==> src/rtl/cfu_pkg.sv <==
// Package: shared types for the condition/flag unit.
// Assumes flags are ordered {N,Z,C,V}, MSB first.
package cfu_pkg;

    localparam int COND_W = 4;
    localparam int FLAG_W = 4;

    typedef enum logic [COND_W-1:0] {
        CC_EQ = 4'b0000, CC_NE = 4'b0001,
        CC_CS = 4'b0010, CC_CC = 4'b0011,
        CC_MI = 4'b0100, CC_PL = 4'b0101,
        CC_VS = 4'b0110, CC_VC = 4'b0111,
        CC_HI = 4'b1000, CC_LS = 4'b1001,
        CC_GE = 4'b1010, CC_LT = 4'b1011,
        CC_GT = 4'b1100, CC_LE = 4'b1101,
        CC_AL = 4'b1110, CC_NV = 4'b1111
    } cond_t;

    typedef struct packed {
        logic n;
        logic z;
        logic c;
        logic v;
    } nzcv_t;

endpackage

==> src/rtl/cfu_cond_eval.sv <==
// Module: cfu_cond_eval
// Evaluates a condition code against the flags. The codes come in pairs:
// the upper bits pick a base test, and the lowest bit inverts it. The last
// pair's base test is "true", so its inverted form is "never".
// Assumes: purely combinational, flags already registered upstream.
module cfu_cond_eval
    import cfu_pkg::*;
#(
    parameter int CODE_W = COND_W
) (
    input  nzcv_t             flags,
    input  logic [CODE_W-1:0] code,
    output logic              pass
);
    localparam int NUM_PAIRS = 1 << (CODE_W - 1);
    localparam int SEL_W     = CODE_W - 1;

    logic [NUM_PAIRS-1:0] base_hit;
    logic                 n_eq_v;

    // Shared signed-compare term used by several pairs.
    assign n_eq_v = (flags.n == flags.v);

    // One base test per pair; pairs beyond the defined set pass.
    for (genvar p = 0; p < NUM_PAIRS; p++) begin : g_pair
        always_comb begin
            // Base test for pair p.
            case (p)
                0:       base_hit[p] = flags.z;
                1:       base_hit[p] = flags.c;
                2:       base_hit[p] = flags.n;
                3:       base_hit[p] = flags.v;
                4:       base_hit[p] = flags.c & ~flags.z;
                5:       base_hit[p] = n_eq_v;
                6:       base_hit[p] = ~flags.z & n_eq_v;
                default: base_hit[p] = 1'b1;
            endcase
        end
    end

    // Select the pair and apply the inversion bit.
    always_comb begin
        pass = base_hit[code[CODE_W-1 -: SEL_W]] ^ code[0];
    end

endmodule

==> src/rtl/cfu_commit_ctl.sv <==
// Module: cfu_commit_ctl
// Turns the condition result and the instruction attributes into the
// execute enable, the flag-commit enable and the gated register write.
// Assumes: all inputs belong to the same instruction in the same cycle.
module cfu_commit_ctl (
    input  logic valid,
    input  logic cond_pass,
    input  logic is_cmp,
    input  logic set_flags,
    input  logic wr_req,
    output logic exec,
    output logic flag_we,
    output logic reg_we
);
    // Combine gating terms; a comparison never writes a register.
    always_comb begin
        exec    = valid & cond_pass;
        flag_we = exec & (is_cmp | set_flags);
        reg_we  = exec & wr_req & ~is_cmp;
    end

endmodule

==> src/rtl/cfu_flag_reg.sv <==
// Module: cfu_flag_reg
// Status flag register with load enable and synchronous active-low reset.
// Assumes: reset value is all zeros.
module cfu_flag_reg #(
    parameter int W = 4
) (
    input  logic         clk,
    input  logic         rst_n,
    input  logic         load,
    input  logic [W-1:0] d,
    output logic [W-1:0] q
);
    // Hold flags; load new values when enabled.
    always_ff @(posedge clk) begin
        if (!rst_n)    q <= '0;
        else if (load) q <= d;
    end

endmodule

==> src/rtl/cfu_top.sv <==
// Module: cfu_top
// Predicated execute and flag unit. It tests cond_i against the registered
// flags, drives the execute and register write enables, and commits ALU
// flags for executing comparisons or set-flags instructions.
// Assumes: one instruction per cycle, flags visible one cycle after commit.
module cfu_top
    import cfu_pkg::*;
#(
    parameter int CW = COND_W,
    parameter int FW = FLAG_W
) (
    input  logic          clk,
    input  logic          rst_n,
    input  logic          valid_i,
    input  logic [CW-1:0] cond_i,
    input  logic          is_cmp_i,
    input  logic          set_flags_i,
    input  logic          wr_req_i,
    input  logic [FW-1:0] alu_flags_i,
    output logic          exec_o,
    output logic          reg_we_o,
    output logic [FW-1:0] flags_o
);
    logic  [FW-1:0] flags_q;
    nzcv_t          flags_s;
    logic           cond_pass;
    logic           flag_we;

    // Present the stored flags as a typed struct to the evaluator.
    assign flags_s = nzcv_t'(flags_q);
    assign flags_o = flags_q;

    cfu_cond_eval #(.CODE_W(CW)) u_eval (
        .flags (flags_s),
        .code  (cond_i),
        .pass  (cond_pass)
    );

    cfu_commit_ctl u_ctl (
        .valid     (valid_i),
        .cond_pass (cond_pass),
        .is_cmp    (is_cmp_i),
        .set_flags (set_flags_i),
        .wr_req    (wr_req_i),
        .exec      (exec_o),
        .flag_we   (flag_we),
        .reg_we    (reg_we_o)
    );

    cfu_flag_reg #(.W(FW)) u_flags (
        .clk   (clk),
        .rst_n (rst_n),
        .load  (flag_we),
        .d     (alu_flags_i),
        .q     (flags_q)
    );

endmodule

==> config.mk <==
export PLATFORM = sky130hd
export DESIGN_NAME = cfu_top
export DESIGN_NICKNAME = d
export VERILOG_FILES = /design/src/rtl/cfu_pkg.sv /design/src/rtl/cfu_cond_eval.sv /design/src/rtl/cfu_commit_ctl.sv /design/src/rtl/cfu_flag_reg.sv /design/src/rtl/cfu_top.sv
export SDC_FILE = /design/constraint.sdc
export NUM_CORES = 1
export LEC_CHECK = 0
export BUFFER_PORTS_ARGS = -buffer_cell sky130_fd_sc_hd__buf_2
export CORE_AREA = 2 2 39 41
export DETAILED_ROUTE_END_ITERATION = 10
export DIE_AREA = 0 0 41 43
export GPL_ROUTABILITY_DRIVEN = 0
export PLACE_DENSITY = 0.55
export SLEW_MARGIN = 40
export SYNTH_ARGS = -nofsm -noshare
export SYNTH_HDL_FRONTEND = slang
export SYNTH_SLANG_ARGS = --single-unit
==> constraint.sdc <==
create_clock -name clk -period 1.9 [get_ports clk]
set_input_delay 0.285 -clock clk [delete_from_list [all_inputs] [get_ports clk]]
set_output_delay 0.285 -clock clk [all_outputs]
set_load 0.05 [all_outputs]
==> flow_metrics.env <==
export IMPL_p_per_area_nw_per_um2=610
export IMPL_startpoint_type="flip-flop"
export IMPL_yosysWarningCount=0
export IMPL_holdWs_ps=296
export IMPL_ys_types=19
export IMPL_yosysTopAreaCell="dfxtp_1"
export IMPL_wire_per_inst_microns=9.74
export IMPL_yosys_register_bits=4
export IMPL_setup_viol=2
export IMPL_clk_pin_slew_ps=30
export IMPL_fin_util=0.378
export IMPL_synth_avg_cell_area_sq_um=8.83
export IMPL_antenna_cells=0
export IMPL_status="complete, but fails checks"
export IMPL_setup_slack_ps=-207
export IMPL_irDropWorstVdd_mv=0.245
export IMPL_path_class="reg -> out"
export IMPL_drc=0
export IMPL_vias=340
export IMPL_largestRegisters="u_flags.q (4)"
export IMPL_violations="negative setup slack"
export IMPL_vias_per_cell=4.36
export IMPL_antenna_found_initial=0
export IMPL_path_cells="mux4_2 > a32oi_2 > xnor2_1 > and4b_2 > buf_6"
export IMPL_post_route_cell_area_sq_um=523
export IMPL_die_area_sq_um=1760
export IMPL_relSlewSlack=0.836
export IMPL_insertion_delay_ps=230
export IMPL_tightest_slew_ps=248
export IMPL_synth_nets=48
export IMPL_synth_top_area_share=0.267
export IMPL_synth_area_sq_um=300
export IMPL_finClkSkew_ps=1.67
export IMPL_ant_nets=0
export IMPL_cts_root_buf="clkbuf_4"
export IMPL_rows=14
export IMPL_post_dp_cell_area_sq_um=473
export IMPL_grt_pass1_vias=298
export IMPL_finalNetCount=78
export IMPL_htreeDepth=1
export IMPL_fmax_mhz=475
export IMPL_min_period_over_period=1.11
export IMPL_port_buffers=19
export IMPL_cts_buffers_inserted=3
export IMPL_largest_register_ffs=4
export IMPL_hold_path_class="in -> reg"
export IMPL_crit_path_end_kind="output port"
export IMPL_leakage_nw=0.255
export IMPL_cpMaxStageDelayCell="mux4_2"
export IMPL_path_max_fanout=3
export IMPL_drt_iter0_drc=4
export IMPL_fp_dieW_microns=41
export IMPL_syn_to_final_growth_pct=74.2
export IMPL_clock_sinks=4
export IMPL_max_stage_delay_ps=470
export IMPL_fillCellCount=160
export IMPL_dr_pass1_iters=4
export IMPL_rsz0062_at_grt="true"
export IMPL_slew_violations=0
export IMPL_grt_pass1_wl_mm=1.09
export IMPL_track_usage=0.0923
export IMPL_grt_start_max_net_pins=9
export IMPL_synth_area_leaders="dfxtp_1, mux2i_1, nand2_1"
export IMPL_drv_cap=0
export IMPL_num_io_pins=20
export IMPL_hold_buffers=0
export IMPL_worstPathRequired_ps=1620
export IMPL_cts_path_max_buffers=2
export IMPL_cts_tree="built"
export IMPL_layout_drive_gt1_share=0.629
export IMPL_core_sq_um=1380
export IMPL_start_util=0.217
export IMPL_largest_register="u_flags.q"
export IMPL_ys_seq_area_frac=0.267
export IMPL_wl_microns=760
export IMPL_fin_crit_ps=2110
export IMPL_chipHeight_microns=43
export IMPL_synthesis_instances=34
export IMPL_grt_overflow_total=0
export IMPL_cp_arrival_ps=1820
export IMPL_final_hold_violation_count=0
## through the flow
stage          worst slack, ps  setup TNS [ps]  std cells  power (W)
2_1_floorplan            -56.9           -56.9         34   0.000166
6_report                  -207            -339         78   0.000319
3_3_place_gp              -125            -177         74   0.000207
3_5_place_dp              -141            -216         74   0.000208
5_1_grt                   -277            -700         78   0.000343
4_1_cts                   -182            -283         77   0.000320
## routing by layer
metal / up-vias / share of wire / global-route usage
met2: 16 / 0.47 / 0.128
met1: 146 / 0.43 / 0.115
met4: 0 / 0 / 0.0800
met3: 0 / 0.11 / 0.0157
li1: 178 / - / -
met5: - / 0 / 0
## cell families (layout without fill, tap and decap cells)
kind of cell | count (synthesis) | count (layout) | synth area share
AO/OA/AOI/OAI | 5 | 5 | 0.137
XOR/XNOR | 2 | 2 | 0.0583
buffers and inverters | 3 | 31 | 0.0417
flip-flops | 4 | 4 | 0.267
multiplexers | 6 | 6 | 0.254
AND/OR/NAND/NOR | 14 | 14 | 0.242
## Yosys cell counts
master / number
a21oi_1: 1
a32oi_2: 1
and2_1: 1
and2b_2: 1
and4b_1: 1
clkbuf_2: 1
dfxtp_1: 4
inv_1: 2
mux2i_1: 4
mux2i_2: 1
mux4_2: 1
nand2_1: 8
nand2b_1: 1
nand3b_1: 1
nor2_1: 1
o211ai_1: 2
o21ai_0: 1
xnor2_1: 1
xor2_1: 1
## where the power goes
part | internal (W) | switching, W | leakage, nW
sequential | 0.0000881 | 0.00000337 | 0.0356
clock | 0.0000703 | 0.0000299 | 0.0138
combinational | 0.0000607 | 0.0000668 | 0.206
total | 0.000219 | 0.000100 | 0.255
## final timing paths
kind                                           startpoint                   endpoint  slack [ps]  cells after the start
worst min register to register  u_flags.q[2]$_SDFFE_PN0P_  u_flags.q[2]$_SDFFE_PN0P_         600                      3
worst max register to register  u_flags.q[0]$_SDFFE_PN0P_  u_flags.q[1]$_SDFFE_PN0P_          10                      7
worst min-delay path                       alu_flags_i[0]  u_flags.q[0]$_SDFFE_PN0P_         300                      3
worst max-delay path            u_flags.q[0]$_SDFFE_PN0P_                   reg_we_o        -210                      5
## critical path, delay by kind of cell, from the launching register on
kind,cells,cell delay [ps]
XOR/XNOR,1,160
AO/OA/AOI/OAI,1,230
buffers and inverters,1,150
multiplexers,1,470
AND/OR/NAND/NOR,1,250
flip-flops,1,340
## cells in the final DEF, fill, tap and decap left out
cell	n
buf_2	17
nand2_1	8
buf_4	6
mux2i_1	4
dfxtp_4	4
clkbuf_4	3
inv_1	2
o211ai_1	2
buf_6	2
xor2_1	1
nand3b_1	1
and2b_2	1
o21ai_0	1
nand2b_1	1
nor2_1	1
a21oi_1	1
mux4_2	1
a32oi_2	1
xnor2_1	1
and2_2	1
and4b_2	1
mux2i_2	1
buf_8	1
## final cells by class
class	instances	area, sq um	area share
inverters	2	7.51	0.0144
clock buffers	3	22.5	0.0431
repair buffers	26	168	0.321
multi-input cells	27	210	0.402
well taps	16	20.0	0.0383
flip-flops and latches	4	95.1	0.182
## timing repair
action                     in CTS  in global routing
setup endpoints to repair       2                  2
gates resized for setup         4                  2
pin swaps                       1                  1
setup buffers                   0                  1
gates cloned                    0                  0
(Power assumes the default switching activity.)
